<file path="src/rtl/ptc_pkg.sv">
package ptc_pkg;

    typedef enum logic {
        STEER_LOCAL = 1'b0,
        STEER_AHEAD = 1'b1
    } steer_e;

    // Flat slot index of ring member `pos` in ring `ring`
    function automatic int slot_of(input int ring, input int pos, input int n_rings);
        return pos * n_rings + ring;
    endfunction

    // Ring position that lies `back` steps behind `pos`, with wrap
    function automatic int pos_behind(input int pos, input int back, input int ring_len);
        return (pos - back + ring_len) % ring_len;
    endfunction

    // Bit mask selecting all slots of one ring (used by checks)
    function automatic logic [63:0] ring_mask(input int ring, input int n_rings, input int ring_len);
        logic [63:0] m;
        m = '0;
        for (int p = 0; p < ring_len; p++) begin
            m[p * n_rings + ring] = 1'b1;
        end
        return m;
    endfunction

endpackage

</file>
<file path="src/rtl/ptc_cluster_or.sv">
module ptc_cluster_or #(
    parameter int TERMS   = 5,
    parameter int N_SLOTS = 16
) (
    input  logic [N_SLOTS*TERMS-1:0] pt_in,
    output logic [N_SLOTS-1:0]       cl_or
);
    for (genvar n = 0; n < N_SLOTS; n++) begin : g_cl
        assign cl_or[n] = |pt_in[n*TERMS +: TERMS];
    end
endmodule

</file>
<file path="src/rtl/ptc_ring.sv">
module ptc_ring
    import ptc_pkg::*;
#(
    parameter int RING_LEN = 4
) (
    input  logic [RING_LEN-1:0] cl_or,
    input  logic [RING_LEN-1:0] steer,
    output logic [RING_LEN-1:0] sum
);
    // Each position gathers from the members behind it, walking back at most
    // RING_LEN-1 steps. The walk never closes the ring, so an all-forward ring
    // has no combinational loop and every member's sum is gated to ground.
    always_comb begin
        for (int p = 0; p < RING_LEN; p++) begin
            logic acc;
            logic run;
            acc = 1'b0;
            run = 1'b1;
            for (int k = 1; k < RING_LEN; k++) begin
                run = run & (steer[pos_behind(p, k, RING_LEN)] == STEER_AHEAD);
                acc = acc | (run & cl_or[pos_behind(p, k, RING_LEN)]);
            end
            sum[p] = (steer[p] == STEER_LOCAL) & (cl_or[p] | acc);
        end
    end
endmodule

</file>
<file path="src/rtl/ptc_steer_top.sv">
module ptc_steer_top
    import ptc_pkg::*;
#(
    parameter int TERMS    = 5,
    parameter int N_RINGS  = 4,
    parameter int RING_LEN = 4
) (
    input  logic                                   clk,
    input  logic                                   rst,
    input  logic [N_RINGS*RING_LEN*TERMS-1:0]      pt_in,
    input  logic [N_RINGS*RING_LEN-1:0]            steer_cfg,
    output logic [N_RINGS*RING_LEN-1:0]            sop_out
);
    localparam int N_SLOTS = N_RINGS * RING_LEN;

    logic [N_SLOTS-1:0] cl_or;
    logic [N_SLOTS-1:0] sop_d;
    logic [N_SLOTS-1:0] sop_q;
    logic [RING_LEN-1:0] ring_cl    [N_RINGS];
    logic [RING_LEN-1:0] ring_steer [N_RINGS];
    logic [RING_LEN-1:0] ring_sum   [N_RINGS];

    ptc_cluster_or #(.TERMS(TERMS), .N_SLOTS(N_SLOTS)) u_cl (
        .pt_in (pt_in),
        .cl_or (cl_or)
    );

    for (genvar c = 0; c < N_RINGS; c++) begin : g_ring
        for (genvar p = 0; p < RING_LEN; p++) begin : g_pos
            localparam int S = p * N_RINGS + c;
            assign ring_cl[c][p]    = cl_or[S];
            assign ring_steer[c][p] = steer_cfg[S];
            assign sop_d[S]         = ring_sum[c][p];
        end

        ptc_ring #(.RING_LEN(RING_LEN)) u_ring (
            .cl_or (ring_cl[c]),
            .steer (ring_steer[c]),
            .sum   (ring_sum[c])
        );

        localparam logic [63:0] MASK64 = ring_mask(c, N_RINGS, RING_LEN);
        localparam logic [N_SLOTS-1:0] MASK = MASK64[N_SLOTS-1:0];

        AST_RING_CUT_GROUND: assert property (@(posedge clk) disable iff (rst)
            (&ring_steer[c]) |=> ((sop_out & MASK) == '0));
    end

    always_ff @(posedge clk) begin
        if (rst) sop_q <= '0;
        else     sop_q <= sop_d;
    end

    assign sop_out = sop_q;

    AST_RESET_CLEAR: assert property (@(posedge clk)
        rst |=> (sop_out == '0));

    for (genvar n = 0; n < N_SLOTS; n++) begin : g_chk
        localparam int NXT = (n + N_RINGS) % N_SLOTS;

        AST_LOCAL_HIT: assert property (@(posedge clk) disable iff (rst)
            (!steer_cfg[n] && cl_or[n]) |=> sop_out[n]);

        AST_STEER_GROUND: assert property (@(posedge clk) disable iff (rst)
            steer_cfg[n] |=> !sop_out[n]);

        AST_FWD_NEXT: assert property (@(posedge clk) disable iff (rst)
            (steer_cfg[n] && cl_or[n] && !steer_cfg[NXT]) |=> sop_out[NXT]);
    end
endmodule

</file>
<file path="config.mk">
export PLATFORM = sky130hd
export DESIGN_NAME = ptc_steer_top
export DESIGN_NICKNAME = d
export VERILOG_FILES = /design/src/rtl/ptc_pkg.sv /design/src/rtl/ptc_cluster_or.sv /design/src/rtl/ptc_ring.sv /design/src/rtl/ptc_steer_top.sv
export SDC_FILE = /design/constraint.sdc
export NUM_CORES = 1
export LEC_CHECK = 0
export ABC_AREA = 0
export BUFFER_PORTS_ARGS = -buffer_cell sky130_fd_sc_hd__buf_2
export CORE_UTILIZATION = 38
export CTS_CLUSTER_DIAMETER = 150
export DETAILED_ROUTE_END_ITERATION = 7
export GPL_ROUTABILITY_DRIVEN = 0
export HOLD_SLACK_MARGIN = 0.06
export PLACE_DENSITY_LB_ADDON = 0.08
export RECOVER_POWER = 50
export SLEW_MARGIN = 20
export SYNTH_ARGS = -nofsm -noshare
export SYNTH_HDL_FRONTEND = slang
export SYNTH_SLANG_ARGS = --single-unit
export TNS_END_PERCENT = 100
</file>
<file path="constraint.sdc">
create_clock -name clk -period 1.85 [get_ports clk]
set_clock_uncertainty 0.1 [all_clocks]
set_input_delay 0.0925 -clock clk [delete_from_list [all_inputs] [get_ports clk]]
set_output_delay 0.0925 -clock clk [all_outputs]
set_load 0.01 [all_outputs]
</file>
==> out/results.ini, run 1 <==
[run_status]
status=finished, final reports clean

[min_path]
hp-start=pt_in[21]
min_path_type=input pin to register

[synthesis]
synth.distinct_cells=8
synth_top_cell_by_area=dfxtp_1
synth_area_per_cell_um2=8.37
seq_area_frac_synth_pct=29.4
synth_most_common_cell=nor2_1
synth_top_area_share_pct=29.4
synthSimpleGateAreaFrac_pct=27.6
synth_cells=130
synth_edf_count=0
async_flop_share_pct=0
synth_ff_type=dfxtp_1
syn-num-nets=228
synthAdderAreaFrac_pct=0
synth-xor-area-share_pct=0
synth-compound-area-share_pct=42.3
synth_top_family_by_area=compound AO/OA/AOI/OAI gates
synthMuxAreaShare_pct=0
synth_area_um2=1090
synth_seq_cells=16
yosys_warnings=0
ys_top_cells_by_area=dfxtp_1 29%, or4_4 17%, a41oi_1 13%

[power]
p_sw_share_pct=27.7
clkPwrFrac_pct=26.4
power.density_nw_per_um2=455
power.net_switching_uw=244
cellInternalPower_uw=638
power_uw=883
irDropWorstVdd_v=0.000344
power.share.combinational_pct=32.0
seqPwrFrac_pct=41.7
leakage_nw=0.847

[worst_setup_path]
path_buf_inv=3
crit_end=sop_out[0]
crit_cells=5
cpMostUsedCell=dlygate4sd3_1
crit_fanout=5
slowest_delay_ps=570
crit_type=input pin to register
crit_family=buffers and inverters
crit_start=steer_cfg[12]
start_kind=input pin
crit_chain=dlygate4sd3_1 > buf_2 > o31ai_1 > a41oi_1 > dlygate4sd3_1
cp.arrival_ps=1700
slowest_stage=dlygate4sd3_1
worstSetupEndpointType=register
crit_required_ps=1930

[grt]
busiest_layer=met2
grt_pass1_vias=1558
grt_use_met1_pct=25.3
antenna_found_initial=0
grt_use_met3_pct=2.81
grt_pass1_wl_um=6130
grt_max_degree=17
use_met2_pct=46.3
grt_usage_pct=24.3
grt-ovfl-total=0

[finish]
syn_to_final_growth_pct=78.4
num-nets-final=368
num_antenna_cells=0
fillers=258
drive_gt1_share_pct=43.5
largest_reg_flops=16

[sta]
max_freq_mhz=617
setup_violations=0
slew_headroom_pct=78.1
drv_slew=0
worst_pin_slew_ps=329
rsz0062_at_grt=no
fin_crit_sh_pct=87.7
period_minus_slack_ps=1620
setup_tns_ps=0
final-hold-violation-count=0
hold_ws_ps=67.0

[detailed_routing]
wl_per_cell_um=12.7
drc=0
drt_iter0_markers=60
drt_wl_total_um=3810
num_vias=1663
drtPass1Iterations=4
viasPerCell=5.54
ant_nets=0

[clock_tree]
cts_made_buffers=3
cts_tree=yes
htree_num_levels=1
cts_buffer_depth=2
cts_setup_buffers=0
numClockSinks=16
cts_root_buffer=clkbuf_4
clkTransAtPathRegs_ps=100

[floorplan]
rows=19
ios=114
initial_utilization_pct=39.8
core_um2=2730
dieArea_um2=3080
fp.dieW_um=55.5
fp.dieH_um=55.5

[flow_run]
maxCapViolCount=0

[placed_design]
numPortBuffers=113
dp_hpwl_um=2900

## tightest hold or removal path, cell delays in order
cell and delay [ps]:
buf_2 110, nor2_1 60, a41oi_1 150
## cells in the final DEF, fill, tap and decap left out
| master | n |
|---|---|
| o31ai_1 | 16 |
| dlygate4sd3_1 | 24 |
| buf_2 | 97 |
| clkbuf_1 | 16 |
| nor2_1 | 32 |
| o21ai_0 | 16 |
| a41oi_1 | 16 |
| clkbuf_8 | 1 |
| clkbuf_4 | 3 |
| o211ai_1 | 16 |
| dfxtp_1 | 16 |
| or4_4 | 16 |
## power by group through the flow
stage / sequential, mW / clock (mW) / combinational (mW)
final: 0.368 / 0.233 / 0.282
after global routing: 0.370 / 0.254 / 0.309
after CTS: 0.367 / 0.237 / 0.284
after detailed placement: 0.375 / 0 / 0.246
after global placement: 0.374 / 0 / 0.244
after floorplan: 0.386 / 0 / 0.0745
## worst min path at each step
stage / slack, ps / end / cells after the start
3_5_place_dp: 320 / sop_out[3] / 4
2_1_floorplan: 160 / sop_out[0] / 3
4_1_cts: 60 / sop_out[8] / 3
5_1_grt: 90 / sop_out[7] / 3
3_3_place_gp: 320 / sop_out[3] / 4
6_report: 70 / sop_out[4] / 3
## layout make-up
class / instances / area (um^2) / area share (%)
multi-input combinational: 112 / 761 / 39.2
sequential: 16 / 320 / 16.5
tap: 31 / 38.8 / 2.00
timing repair buffer: 137 / 786 / 40.5
clock buffer: 4 / 36.3 / 1.87
## timing repair
item,4_1_cts,5_1_grt
gates resized for setup,0,0
hold buffers,24,0
endpoints found under the hold margin,16,0
## cell families after synthesis
family          count (synthesis)
simple gates                   48
buf+inv                         2
flops                          16
compound gates                 64
## metrics by stage
stage          instances  util (%)  worst slack, ps  cell area [um^2]
5_1_grt              300      71.0              179              1940
6_report             300      71.0              228              1940
2_1_floorplan        130         -              715              1090
3_3_place_gp         272      61.6              538              1690
4_1_cts              300      71.8              276              1960
3_5_place_dp         272      61.6              499              1690
## per-layer routing
layer  share of wire [%]  vias up
met5                   0        -
met4                 2.0        0
met3                 6.4        8
met2                  53       84
met1                  38      741
li1                    -      830
Note: power is estimated with default switching activity, not from simulation.
==> run 2: changes to the inputs <==
- CORE_UTILIZATION: 38 -> 35
==> out/results.ini, run 2 (synthesized netlist as in run 1, its figures left out) <==
[floorplan]
fp.dieH_um=57.8  ; +4.1%
fp.dieW_um=57.8  ; +4.1%
core_um2=2850  ; +4.3%
dieArea_um2=3340  ; +8.3%
initial_utilization_pct=38.2  ; -1.7 points
rows=19  ; unchanged
ios=114  ; unchanged

[finish]
utilization_pct=69.0  ; -2.0 points
layout_commonest_cell=buf_2
num_antenna_cells=0  ; unchanged
layout_common_cells=97 x buf_2, 32 x nor2_1, 28 x dlygate4sd3_1
num-nets-final=372  ; +1.1%
largest_reg_flops=16  ; unchanged
fin_area_um2=1970  ; +1.4%
drive_gt1_share_pct=42.6  ; -0.85 points
syn_to_final_growth_pct=80.8

[run_status]
failed_checks=design-rule violations
status=complete, but fails checks

[sta]
final-hold-violation-count=0  ; unchanged
setup_violations=0  ; unchanged
slew_headroom_pct=76.3  ; -1.7 points
setup_tns_ps=0  ; unchanged
period_minus_slack_ps=1650  ; +27.2 ps
worst_pin_slew_ps=355  ; +26.1 ps
rsz0062_at_grt=no
max_freq_mhz=606  ; -1.6%
fin_crit_sh_pct=89.1  ; +1.5 points
drv_slew=0  ; unchanged

[power]
seqPwrFrac_pct=43.7  ; +2.0 points
clkPwrFrac_pct=21.5  ; -4.9 points
irDropWorstVdd_v=0.000226  ; -34%
power.net_switching_uw=240  ; -2.0%
power.density_nw_per_um2=427  ; -6.2%
p_sw_share_pct=28.6  ; +0.86 points
cellInternalPower_uw=600  ; -6.1%
power.share.combinational_pct=34.8  ; +2.8 points
leakage_nw=0.862  ; +1.8%

[placed_design]
placed_area_um2=1690  ; unchanged
numPortBuffers=113  ; unchanged
dp_hpwl_um=2830  ; -2.6%

[worst_setup_path]
crit_end=sop_out[3]
worstSetupEndpointType=register
start_kind=input pin
crit_type=input pin to register
crit_start=steer_cfg[15]
cp.arrival_ps=1720  ; +20 ps
crit_required_ps=1920  ; about the same
crit_fanout=5  ; unchanged

[detailed_routing]
viasPerCell=5.58  ; +0.62%
drt_iter0_markers=162  ; +170%
drt_wl_total_um=3900  ; +2.3%
ant_nets=0  ; unchanged
drc=4  ; +4
wl_per_cell_um=12.9  ; +1.3%
num_vias=1690  ; +1.6%
drtPass1Iterations=6  ; +2

[clock_tree]
cts_buffer_depth=2  ; unchanged
clkTransAtPathRegs_ps=90  ; about the same
cts_tree=yes
cts_root_buffer=clkbuf_4
numClockSinks=16  ; unchanged
post_cts_resized=0  ; unchanged
htree_num_levels=1  ; unchanged
cts_made_buffers=3  ; unchanged

[min_path]
min_path_type=input pin to register

[flow_run]
maxCapViolCount=0  ; unchanged

[grt]
grt_pass1_wl_um=6020  ; -1.8%
grt_pass1_vias=1468  ; -5.8%
grt-ovfl-total=0  ; unchanged
grt_usage_pct=22.9  ; -1.3 points
grt_max_degree=17  ; unchanged
antenna_found_initial=0  ; unchanged

## run 2: cell types whose count changed in the layout (fill, tap and decap cells not counted)
cell,delta
clkbuf_8,-1
dlygate4sd3_1,+4
## run 2: worst min-delay path by stage
stage	from	end	slack (ps)	depth (start not counted)
CTS	pt_in[31]	sop_out[6]	60	3
finish	pt_in[31]	sop_out[6]	70	3
global placement	steer_cfg[11]	sop_out[11]	330	4
detailed placement	steer_cfg[2]	sop_out[2]	320	4
global route	pt_in[51]	sop_out[10]	90	3
floorplan	steer_cfg[0]	sop_out[0]	160	3
## run 2: critical path, stage by stage
cell and delay (ps):
dlygate4sd3_1 560, buf_2 160, o31ai_1 280, a41oi_1 70
dlygate4sd3_1 560
## run 2: repair_timing
action	4_1_cts	5_1_grt
setup endpoints to repair	0	0
hold buffers	28	0
endpoints found under the hold margin	16	0
buffers inserted	0	0
## run 2: layout make-up
type                       count  area [um^2]
sequential                    16          320
timing repair buffer         141          826
fill                         248          885
tap                           31         38.8
multi-input combinational    112          761
clock buffer                   3         22.5
## run 2: power by group through the flow
stage	Clock [mW]	Sequential, mW	Combinational, mW
after CTS	0.186	0.366	0.290
final	0.181	0.367	0.292
after detailed placement	0	0.375	0.245
after floorplan	0	0.386	0.0745
after global placement	0	0.375	0.245
after global routing	0.201	0.369	0.318
## run 2: per-layer routing
metal | vias to the layer above | global-route usage [%] | wire length, um
met5 | - | 0 | 0
met4 | 0 | 16.0 | 134
met3 | 12 | 2.23 | 272
met2 | 95 | 41.7 | 1990
met1 | 744 | 24.9 | 1500
li1 | 839 | - | -
## run 2: metrics by stage
stage	hold slack [ps]	cells	total power, mW	setup WS [ps]
floorplan	155	130	0.461	715
global route	93.5	303	0.889	157
global placement	329	272	0.620	518
CTS	61.8	303	0.842	260
detailed placement	318	272	0.620	538
finish	74.8	303	0.840	201
